--- config.mk ---
export PLATFORM = sky130hd
export DESIGN_NAME = uni_hbridge_pwm
export DESIGN_NICKNAME = d
export VERILOG_FILES = /design/src/rtl/upwm_pkg.sv /design/src/rtl/tri_carrier.sv /design/src/rtl/ref_latch.sv /design/src/rtl/leg_cmp.sv /design/src/rtl/uni_hbridge_pwm.sv
export SDC_FILE = /design/constraint.sdc
export NUM_CORES = 1
export LEC_CHECK = 0
export ABC_AREA = 1
export ABC_CLOCK_PERIOD_IN_PS = 5200
export BUFFER_PORTS_ARGS = -buffer_cell sky130_fd_sc_hd__buf_2
export CAP_MARGIN = 15
export CORE_MARGIN = 2
export CORE_UTILIZATION = 50
export CTS_CLUSTER_DIAMETER = 200
export DETAILED_ROUTE_END_ITERATION = 10
export PLACE_DENSITY = 0.78
export SLEW_MARGIN = 20
export SYNTH_ARGS = -nofsm -noshare
export SYNTH_HDL_FRONTEND = slang
export SYNTH_SLANG_ARGS = --single-unit
--- constraint.sdc ---
create_clock -name clk_i -period 5.2 [get_ports clk_i]
set_input_delay 1.04 -clock clk_i [delete_from_list [all_inputs] [get_ports clk_i]]
set_output_delay 1.04 -clock clk_i [all_outputs]
set_load 0.01 [all_outputs]
--- src/rtl/upwm_pkg.sv ---
package upwm_pkg;
  typedef enum logic [1:0] {
    LD_ZERO = 2'b00,
    LD_POS  = 2'b01,
    LD_NEG  = 2'b11
  } load_e;

  typedef struct packed {
    logic b_lo;
    logic b_hi;
    logic a_lo;
    logic a_hi;
  } gates_t;
endpackage

--- src/rtl/tri_carrier.sv ---
module tri_carrier #(
  parameter int CW = 12
) (
  input  logic                 clk_i,
  input  logic                 rst_ni,
  input  logic                 en_i,
  input  logic [CW-2:0]        peak_i,
  output logic signed [CW-1:0] cnt_o,
  output logic signed [CW-1:0] pk_o,
  output logic                 rising_o,
  output logic                 turn_o
);
  logic signed [CW-1:0] pk_s, cnt_q;
  logic up_q, turn;

  assign pk_s = (peak_i == '0) ? CW'(1) : CW'({1'b0, peak_i});
  assign turn = up_q ? (cnt_q >= pk_s) : (cnt_q <= -pk_s);

  always_ff @(posedge clk_i) begin
    if (!rst_ni || !en_i) begin
      cnt_q <= -pk_s;
      up_q  <= 1'b0;
    end else if (turn) begin
      up_q  <= ~up_q;
      cnt_q <= up_q ? cnt_q - 1'b1 : cnt_q + 1'b1;
    end else begin
      cnt_q <= up_q ? cnt_q + 1'b1 : cnt_q - 1'b1;
    end
  end

  assign cnt_o    = cnt_q;
  assign pk_o     = pk_s;
  assign rising_o = up_q;
  assign turn_o   = turn;
endmodule

--- src/rtl/ref_latch.sv ---
module ref_latch #(
  parameter int CW = 12
) (
  input  logic                 clk_i,
  input  logic                 rst_ni,
  input  logic                 en_i,
  input  logic                 turn_i,
  input  logic signed [CW-1:0] pk_i,
  input  logic signed [CW-1:0] data_i,
  input  logic                 valid_i,
  output logic                 ready_o,
  output logic signed [CW-1:0] m_o,
  output logic                 ovm_o
);
  logic signed [CW-1:0] m_q;
  logic ovm_q, take, above, below;

  assign ready_o = en_i & turn_i;
  assign take    = ready_o & valid_i;
  assign above   = data_i > pk_i;
  assign below   = data_i < -pk_i;

  always_ff @(posedge clk_i) begin
    if (!rst_ni) begin
      m_q   <= '0;
      ovm_q <= 1'b0;
    end else if (take) begin
      m_q   <= above ? pk_i : (below ? -pk_i : data_i);
      ovm_q <= ovm_q | above | below;
    end
  end

  assign m_o   = m_q;
  assign ovm_o = ovm_q;
endmodule

--- src/rtl/leg_cmp.sv ---
module leg_cmp #(
  parameter int CW     = 12,
  parameter int INVERT = 0
) (
  input  logic                 clk_i,
  input  logic                 rst_ni,
  input  logic                 en_i,
  input  logic signed [CW-1:0] cnt_i,
  input  logic                 rising_i,
  input  logic signed [CW-1:0] m_i,
  output logic                 hi_o,
  output logic                 lo_o
);
  logic signed [CW-1:0] ref_v;
  logic on, hi_q, lo_q;

  assign ref_v = (INVERT != 0) ? -m_i : m_i;
  assign on    = (ref_v > cnt_i) || ((ref_v == cnt_i) && rising_i);

  always_ff @(posedge clk_i) begin
    if (!rst_ni || !en_i) begin
      hi_q <= 1'b0;
      lo_q <= 1'b0;
    end else begin
      hi_q <= on;
      lo_q <= ~on;
    end
  end

  assign hi_o = hi_q;
  assign lo_o = lo_q;
endmodule

--- src/rtl/uni_hbridge_pwm.sv ---
module uni_hbridge_pwm
  import upwm_pkg::*;
#(
  parameter int CW = 12
) (
  input  logic                 clk_i,
  input  logic                 rst_ni,
  input  logic                 en_i,
  input  logic [CW-2:0]        peak_i,
  input  logic signed [CW-1:0] ref_data_i,
  input  logic                 ref_valid_i,
  output logic                 ref_ready_o,
  output logic [3:0]           gate_o,
  output logic [1:0]           load_o,
  output logic                 ovm_o
);
  localparam int NLEG = 2;

  logic signed [CW-1:0] cnt_w, pk_w, m_w;
  logic rising_w, turn_w;
  logic [NLEG-1:0] hi_w, lo_w;
  gates_t g;
  load_e  ld;

  tri_carrier #(.CW(CW)) u_car (
    .clk_i(clk_i), .rst_ni(rst_ni), .en_i(en_i), .peak_i(peak_i),
    .cnt_o(cnt_w), .pk_o(pk_w), .rising_o(rising_w), .turn_o(turn_w)
  );

  ref_latch #(.CW(CW)) u_ref (
    .clk_i(clk_i), .rst_ni(rst_ni), .en_i(en_i), .turn_i(turn_w),
    .pk_i(pk_w), .data_i(ref_data_i), .valid_i(ref_valid_i),
    .ready_o(ref_ready_o), .m_o(m_w), .ovm_o(ovm_o)
  );

  for (genvar k = 0; k < NLEG; k++) begin : g_leg
    leg_cmp #(.CW(CW), .INVERT(k)) u_leg (
      .clk_i(clk_i), .rst_ni(rst_ni), .en_i(en_i), .cnt_i(cnt_w),
      .rising_i(rising_w), .m_i(m_w), .hi_o(hi_w[k]), .lo_o(lo_w[k])
    );
  end

  assign g = {lo_w[1], hi_w[1], lo_w[0], hi_w[0]};

  always_comb begin
    if (g.a_hi && g.b_lo)      ld = LD_POS;
    else if (g.b_hi && g.a_lo) ld = LD_NEG;
    else                       ld = LD_ZERO;
  end

  assign gate_o = g;
  assign load_o = ld;
endmodule

==> flow_summary.yaml, run 1 <==
sta:
  hold_viol: 0
  period_needed_ns: 4.87
  max_freq_mhz: 205
  worst_clock_skew_ns: 0.00637
  rsz0062_at_grt: "false"
  finalSetupTns_ns: 0
  worst_pin_slew_ns: 0.850
  max_slew_margin_pct: 43.3
  setup_viol: 0
  maxSlewViolCount: 0
  post-route-period-util_pct: 93.6
synthesis:
  ys.flop_type: "dfxtp_1"
  synth_edf_count: 0
  synthTopCellsByArea: "ha_1 (19%), nand2_1 (16%), dfxtp_1 (14%), nand3_1 (8.0%), inv_1 (7.4%)"
  synth.avg_cell_area_um2: 6.13
  ys_ff_latch: 30
  synth_area_leader_cell: "ha_1"
  yosysSeqAreaShare_pct: 14.1
  synthArstFlopShare_pct: 0
  synth_common_cells: "nand2_1 (184), inv_1 (84), nand3_1 (68)"
  yosysTopAreaCellShare_pct: 18.9
  yosysUniqueCellTypes: 37
  synth.most_common_cell: "nand2_1"
  synth_cells: 693
  synth-warning-count: 0
  syn_area_um2: 4250
clock_tree:
  cts.sinks: 30
  post-cts-setup-buffers: 0
  clkTransAtPathRegs_ns: 0.07
  cts_buffers: 5
  clock_latency_ns: 0.28
  cts_root_buffer: "clkbuf_8"
  cts_tree: "done"
  clock_path_buffers: 2
  cts.hold.buffers_added: 0
  cts_max_level: 2
  cts_resized: 0
cells_and_area:
  drive_above_1_share_pct: 10.3
  layout.nets: 811
  area_growth_pct: 7.28
  n_antenna_cell: 0
  nFillCells: 833
  fin_util_pct: 55.4
grt:
  grt_max_degree: 27
  first_global_vias: 4072
  grt_pass1_wl_um: 19600
  overflow: 0
  antenna_found_initial: 0
  grtUsageTotal_pct: 27.4
place:
  port_buffers: 34
  gp_congestion: 1.04
  dp_hpwl_um: 10100
detailed_routing:
  postRouteAntennaNets: 0
  remaining_drc_errors: 0
  dr.first_iter.drc_count: 319
  vias: 4552
  wl_um: 12400
  first_pass_iters: 6
  via_per_inst: 5.51
  routedWlPerCell_um: 15.0
run_status:
  status: "finished clean"
critical_path:
  cp-start-kind: "input pin"
  path_cells: "buf_2 > inv_2 > nand2_1 > nor2_4 > nand3_1 > nand2_1 > inv_1 > ha_2 > nand2_1 > nor2_1 > xor2_1 > inv_1 > ha_1 > nand3_1 > nor2_2 > nand3_1 > nand3_1 > nand2_2 > nand3_4 > nand2_4 > nor2_1 > buf_2"
  cp_num_buf_inv: 5
  required_ns: 4.16
  path_class: "in2out"
  crit_top_cell: "nand3_1"
  critPathCaptureType: "output port"
  critical_path.max_stage_delay_ns: 0.29
  crit_path_max_fanout: 14
  crit_slowest_cell: "ha_1"
  crit_arrival_ns: 3.83
  ff2ff_path_depth: 16
  crit_family: "simple AND/OR/NAND/NOR gates"
  cp.depth: 22
power_and_ir_drop:
  p_per_area_nw_per_um2: 266
  leakagePower_nw: 2.42
  ir_drop_mv: 0.111
floorplan:
  die-height_um: 96.1
  dieArea_um2: 9240
  die_x_um: 96.1
  core_um2: 8220
  start_util_pct: 51.7
  rows: 33
  io_pins: 35
min_path:
  min_path_cells: 2
  hold_path.class: "reg2reg"
flow_run:
  cap_violations: 0
[cell families (layout without fill, tap and decap cells)]
logic type                 Yosys count  after routing  share of synthesized area, %
xor gates and xnor gates            32             32                          6.60
DFF                                 30             30                          14.1
AOI/OAI and AO/OA                   98             98                          12.6
other                                1              2                        0.0883
and+or+nand+nor                    357            357                          36.7
buffers and inverters              111            138                          11.0
adders and majority gates           64             64                          18.9
[tightest hold or removal path: cells and delay by family, from the launching register on]
family / cells / cell delay (ns)
and+or+nand+nor: 2 / 0.12
DFF: 1 / 0.34
[cells in the final DEF (no fill, tap or decap), drive strengths merged, types with 6 or more instances in the layout]
cell    instances
a21oi          37
buf            37
clkbuf          6
dfxtp          30
ha             64
inv            91
nand2         193
nand3          69
nand4           9
nor2           72
nor3            9
o21ai          45
xor2           27
[sequential cells by signal, summed over array words and instances (netlist names)]
name              count
g_leg.u_leg.hi_o      2
u_car.rising_o        1
u_car.cnt_o          12
u_ref.ovm_o           1
g_leg.u_leg.lo_o      2
u_ref.m_o            12
[cell type report]
class	count	area [µm²]	area share, %
clock inverter	2	12.5	0.275
multi-input combinational	553	3190	69.9
clock buffer	6	82.6	1.81
tap	105	131	2.88
timing repair buffer	37	193	4.23
sequential	30	601	13.2
inverter	93	349	7.66
[through the flow]
| step | setup slack (ns) | power [mW] | instance area (µm²) | cells | hold slack (ns) |
|---|---|---|---|---|---|
| 2_1_floorplan | 0.751 | 0.838 | 4250 | 694 | 0.475 |
| 3_3_place_gp | 0.414 | 0.972 | 4460 | 818 | 0.469 |
| 3_5_place_dp | 0.302 | 0.996 | 4460 | 818 | 0.465 |
| 4_1_cts | 0.296 | 1.20 | 4550 | 826 | 0.487 |
| 5_1_grt | 0.00911 | 1.32 | 4550 | 826 | 0.557 |
| 6_report | 0.331 | 1.21 | 4550 | 826 | 0.491 |
[power by group]
group / switching, mW / leakage [nW] / internal, mW
clock: 0.0994 / 0.0472 / 0.106
sequential: 0.0516 / 0.248 / 0.263
combinational: 0.433 / 2.13 / 0.255
[worst paths after layout]
kind / endpoint / slack [ns] / startpoint
worst max-delay path: ref_ready_o / 0.33 / peak_i[3]
worst min-delay path: u_ref.ovm_o$_SDFFE_PN0P_ / 0.49 / u_ref.ovm_o$_SDFFE_PN0P_
worst max register to register: g_leg[1].u_leg.hi_o$_SDFF_PP0_ / 2.23 / u_ref.m_o[1]$_SDFFE_PN0P_
worst min register to register: u_ref.ovm_o$_SDFFE_PN0P_ / 0.49 / u_ref.ovm_o$_SDFFE_PN0P_
[per-layer routing]
layer	up-vias	part of all wire, %	GRT usage (%)	routed length (µm)
li1	2322	-	-	-
met1	2077	46	37.8	5740
met2	131	45	44.8	5610
met3	22	5.5	1.96	680
met4	0	2.7	9.29	329
met5	-	0	0	0
(Power assumes the default switching activity.)
==> inputs of run 2 (changes only) <==
--- a/config.mk
+++ b/config.mk
@@ -6,7 +6,7 @@
 export NUM_CORES = 1
 export LEC_CHECK = 0
 export ABC_AREA = 1
-export ABC_CLOCK_PERIOD_IN_PS = 5200
+export ABC_CLOCK_PERIOD_IN_PS = 4950
 export BUFFER_PORTS_ARGS = -buffer_cell sky130_fd_sc_hd__buf_2
 export CAP_MARGIN = 15
 export CORE_MARGIN = 2
==> constraint.sdc (replaced) <==
create_clock -name clk_i -period 4.95 [get_ports clk_i]
set_input_delay 0.99 -clock clk_i [delete_from_list [all_inputs] [get_ports clk_i]]
set_output_delay 0.99 -clock clk_i [all_outputs]
set_load 0.01 [all_outputs]
==> flow_summary.yaml, run 2 (same netlist as run 1, synthesis figures left out) <==
run_status:
  status: "finished clean"
clock_tree:
  cts_buffers: 5
  clkTransAtPathRegs_ns: 0.07
  clock_path_buffers: 2
  cts_root_buffer: "clkbuf_8"
  cts_max_level: 2
  clock_latency_ns: 0.29
  post-cts-setup-buffers: 0
  cts.sinks: 30
  cts_tree: "done"
floorplan:
  dieArea_um2: 9240
  die_x_um: 96.1
  start_util_pct: 51.7
  io_pins: 35
  die-height_um: 96.1
  core_um2: 8220
  rows: 33
cells_and_area:
  n_antenna_cell: 0
  layout.nets: 814
  final_common_cell: "nand2_1"
  layoutNonFillerInstCount: 829
  area_growth_pct: 8.99
  design_area_um2: 4630
  fin_util_pct: 56.3
  nFillCells: 827
  drive_above_1_share_pct: 10.8
  final_cell_mix: "nand2_1 (184), inv_1 (84), nand3_1 (68)"
power_and_ir_drop:
  fin_total_pwr_mw: 1.38
  ir_drop_mv: 0.157
  leakagePower_nw: 2.46
  p_per_area_nw_per_um2: 299
grt:
  grt_pass1_wl_um: 20300
  grt_max_degree: 27
  antenna_found_initial: 0
  first_global_vias: 4225
  overflow: 0
  grtUsageTotal_pct: 28.5
detailed_routing:
  drt-met1-wl_um: 5790
  routedWlPerCell_um: 15.1
  via_per_inst: 5.53
  first_pass_iters: 5
  dr.first_iter.drc_count: 288
  wl_um: 12500
  postRouteAntennaNets: 0
  wl_met3_um: 802
  routed-wl-met2_um: 5470
  remaining_drc_errors: 0
  vias: 4586
  dr.max_layer_used: "met4"
critical_path:
  critical_path.max_stage_delay_ns: 0.29
  critPathCaptureType: "output port"
  crit_path_max_fanout: 5
  path_class: "in2out"
  crit_slowest_cell: "ha_1"
  cp-start-kind: "input pin"
  crit_arrival_ns: 3.67
  crit_family: "simple AND/OR/NAND/NOR gates"
  cp_num_buf_inv: 5
  required_ns: 3.96
  path_cells: "buf_2 > inv_1 > nand2_1 > nor2_2 > nand3_1 > nand2_1 > inv_1 > ha_2 > xnor2_1 > inv_1 > ha_1 > nand2_1 > o21ai_0 > nand3_1 > nand3_1 > nand2_2 > nand3_4 > nand2_4 > nor2_1 > buf_2"
sta:
  worst_pin_slew_ns: 0.900
  worst_clock_skew_ns: 0.00400
  period_needed_ns: 4.66
  finalSetupTns_ns: 0
  maxSlewViolCount: 0
  max_freq_mhz: 215
  hold_viol: 0
  setup_viol: 0
  post-route-period-util_pct: 94.1
  max_slew_margin_pct: 39.9
  rsz0062_at_grt: "false"
place:
  port_buffers: 34
  dp_hpwl_um: 10100
  placed_area_um2: 4480
  gp_congestion: 0.999
  dp_cells: 821
min_path:
  hold_path.class: "reg2reg"
flow_run:
  cap_violations: 0
==> run 2: changes by cell type in the layout (fill, tap and decap cells not counted) <==
cell / before / now
buf_4: 3 / 6
bufinv_16: 0 / 2
nor2_2: 6 / 7
clkinvlp_4: 1 / 0
nor2_1: 65 / 64
clkinv_2: 1 / 0
==> run 2: layer usage <==
| metal | vias to the layer above | track usage (%) |
|---|---|---|
| met5 | - | 0 |
| met4 | 0 | 10.7 |
| met3 | 34 | 2.98 |
| met2 | 185 | 46.5 |
| met1 | 2034 | 38.3 |
| li1 | 2333 | - |
==> run 2: cell type report <==
type | count | area (µm²) | share of cell area [%]
clock buffers | 6 | 82.6 | 1.78
repair buffers | 40 | 215 | 4.65
inverters | 93 | 349 | 7.54
well taps | 105 | 131 | 2.84
flip-flops and latches | 30 | 601 | 13.0
clock inverters | 2 | 60.1 | 1.30
multi-input cells | 553 | 3190 | 68.9
==> run 2: path summary, 6_finish.rpt <==
check / from / endpoint / slack (ns) / cells after the start
min: u_ref.ovm_o$_SDFFE_PN0P_ / u_ref.ovm_o$_SDFFE_PN0P_ / 0.48 / 2
max: peak_i[9] / ref_ready_o / 0.29 / 20
max reg2reg: u_ref.m_o[0]$_SDFFE_PN0P_ / g_leg[1].u_leg.hi_o$_SDFF_PP0_ / 1.94 / 16
min reg2reg: u_ref.ovm_o$_SDFFE_PN0P_ / u_ref.ovm_o$_SDFFE_PN0P_ / 0.48 / 2
==> run 2: what timing repair did <==
action / 4_1_cts / 5_1_grt
hold buffers: 0 / 0
endpoints found under the setup margin: 0 / 1
resized for setup: 0 / 2
==> run 2: through the flow <==
step	hold WS (ns)	setup slack, ns
final	0.478	0.290
after floorplan	0.475	0.601
after detailed placement	0.466	0.284
after global routing	0.526	0.0256
after CTS	0.483	0.279
after global placement	0.453	0.302
==> run 2: power by group <==
part | internal (mW) | total (mW) | leakage, nW | switching [mW]
clock network | 0.215 | 0.322 | 0.0714 | 0.108
logic | 0.273 | 0.731 | 2.14 | 0.458
registers | 0.277 | 0.331 | 0.248 | 0.0543
total | 0.765 | 1.38 | 2.46 | 0.620
==> run 2: worst reg2reg max path: stages, from the launching register on <==
cell and delay [ns]:
dfxtp_1 0.32, nor3_1 0.42, nand4_1 0.19, nor2_1 0.19, nand3_1 0.13, nor3_1 0.19
xor2_1 0.17, inv_1 0.06, ha_1 0.33, nand2_1 0.08, nor2_1 0.19, nand3_1 0.11
o2111ai_1 0.11, xnor2_1 0.09, nand2_1 0.05, o21ai_0 0.10, and2_1 0.18
==> inputs of run 3 (changes only) <==
--- a/config.mk
+++ b/config.mk
@@ -13,7 +13,7 @@
 export CORE_UTILIZATION = 50
 export CTS_CLUSTER_DIAMETER = 200
 export DETAILED_ROUTE_END_ITERATION = 10
-export PLACE_DENSITY = 0.78
+export PLACE_DENSITY = 0.7
 export SLEW_MARGIN = 20
 export SYNTH_ARGS = -nofsm -noshare
 export SYNTH_HDL_FRONTEND = slang
==> flow_summary.yaml, run 3 (same netlist as run 1, synthesis figures left out) <==
detailed_routing:
  remaining_drc_errors: 0
  drt-met1-wl_um: 6060
  wl_um: 13200
  postRouteAntennaNets: 0
  first_pass_iters: 5
  vias: 4543
  routedWlPerCell_um: 15.9
  dr.max_layer_used: "met4"
  routed-wl-met2_um: 5870
  dr.first_iter.drc_count: 308
  wl_met3_um: 816
  via_per_inst: 5.49
critical_path:
  crit_start: "peak_i[9]"
  path_cells: "buf_2 > inv_1 > nand2_1 > nor2_2 > nand3_1 > nand2_1 > inv_1 > ha_4 > nand2_1 > nor2_2 > xor2_1 > inv_1 > ha_1 > nand3_1 > nor2_2 > nand3_1 > nand3_1 > nand2_2 > nand3_4 > nand2_4 > nor2_1 > buf_2"
  path_class: "in2out"
  crit_slowest_cell: "ha_1"
  crit_path_max_fanout: 5
  required_ns: 3.96
  critPathCaptureType: "output port"
  critical_path.max_stage_delay_ns: 0.29
  r2r_start: "u_ref.m_o[0]$_SDFFE_PN0P_"
  crit_top_cell: "nand3_1"
  cp-start-kind: "input pin"
  crit_arrival_ns: 3.60
place:
  placed_area_um2: 4470
  gp_congestion: 0.968
  port_buffers: 34
  dp_hpwl_um: 11000
cells_and_area:
  drive_above_1_share_pct: 10.8
  seqCellArea_um2: 601
  layout.nets: 813
  nFillCells: 861
  area_growth_pct: 7.99
  n_antenna_cell: 0
  final_cell_mix: "nand2_1 (184), inv_1 (84), nand3_1 (68)"
  multi_input_area_um2: 3200
  design_area_um2: 4580
  final_common_cell: "nand2_1"
power_and_ir_drop:
  ir_drop_mv: 0.146
  seq_power_share_pct: 25.9
  p_int_uw: 661
  p_per_area_nw_per_um2: 279
  comb_power_share_pct: 57.1
  switching_share_pct: 48.4
  leakagePower_nw: 2.43
  clkPwrFrac_pct: 17.0
  p_sw_uw: 619
min_path:
  hold_path.class: "reg2reg"
  hp-start: "u_ref.ovm_o$_SDFFE_PN0P_"
sta:
  post-route-period-util_pct: 92.7
  max_freq_mhz: 218
  maxSlewViolCount: 0
  period_needed_ns: 4.59
  rsz0062_at_grt: "false"
  hold_viol: 0
  worst_clock_skew_ns: 0.0117
  finalSetupTns_ns: 0
  max_slew_margin_pct: 43.7
  worst_pin_slew_ns: 0.843
  setup_viol: 0
grt:
  antenna_found_initial: 0
  grt_pass1_wl_um: 21300
  grtUsageTotal_pct: 30.4
  overflow: 0
  grt_max_degree: 27
  first_global_vias: 4331
floorplan:
  rows: 33
  start_util_pct: 51.7
  core_um2: 8220
  dieArea_um2: 9240
  die_x_um: 96.1
  die-height_um: 96.1
  io_pins: 35
clock_tree:
  cts.sinks: 30
  clkTransAtPathRegs_ns: 0.06
  cts_root_buffer: "clkbuf_8"
  cts.hold.buffers_added: 0
  clock_path_buffers: 2
  cts_max_level: 2
  cts_buffers: 5
  clock_latency_ns: 0.29
  cts_tree: "done"
run_status:
  status: "finished clean"
flow_run:
  cap_violations: 0
[run 3: changes by cell type in the layout (fill, tap and decap cells not counted)]
cell,previous run,this run
bufinv_16,2,0
buf_4,6,5
ha_2,1,0
nor2_2,7,8
clkinvlp_4,0,1
ha_4,0,1
nor2_1,64,63
clkinv_2,0,1
[run 3: power by group through the flow]
| stage | clock network, mW | registers (mW) | logic [mW] |
|---|---|---|---|
| 4_1_cts | 0.219 | 0.330 | 0.726 |
| 2_1_floorplan | 0 | 0.310 | 0.570 |
| 3_3_place_gp | 0 | 0.334 | 0.703 |
| 6_report | 0.217 | 0.332 | 0.732 |
| 3_5_place_dp | 0 | 0.335 | 0.722 |
| 5_1_grt | 0.229 | 0.337 | 0.845 |
[run 3: worst max-delay path, delay by kind of cell]
kind	cells	cell delay (ns)
xor gates and xnor gates	1	0.19
adders and majority gates	2	0.48
buffers and inverters	5	0.61
and+or+nand+nor	14	1.32
[run 3: area by class of cell]
class                      count  share of cell area (%)
multi-input combinational    553                    69.8
sequential                    30                    13.1
inverter                      93                    7.61
timing repair buffer          39                    4.53
tap                          105                    2.87
clock buffer                   6                    1.80
clock inverter                 2                   0.273
[run 3: timing repair]
item / in CTS / in global routing
endpoints found under the setup margin: 0 / 1
setup buffers: 0 / 0
gates resized for setup: 0 / 4
[run 3: routing by layer]
metal  global-route usage [%]  vias to the layer above
met2                     50.2                      150
met4                     11.1                        0
met3                     3.21                       32
met1                     40.6                     2036
li1                         -                     2325
met5                        0                        -
[run 3: final timing paths]
check / slack, ns / to / cells past startpoint
max: 0.36 / ref_ready_o / 22
min: 0.48 / u_ref.ovm_o$_SDFFE_PN0P_ / 2
max reg2reg: 1.97 / g_leg[1].u_leg.hi_o$_SDFF_PP0_ / 16
min reg2reg: 0.48 / u_ref.ovm_o$_SDFFE_PN0P_ / 2
[run 3: stage by stage]
stage	hold slack, ns	setup WS [ns]	utilization (%)	cells	total power, mW
final	0.483	0.360	55.8	828	1.28
after global routing	0.518	0.0201	55.8	828	1.41
after CTS	0.492	0.261	55.6	828	1.27
after detailed placement	0.472	0.267	54.4	820	1.06
after global placement	0.453	0.312	54.4	820	1.04
after floorplan	0.475	0.601	-	694	0.880
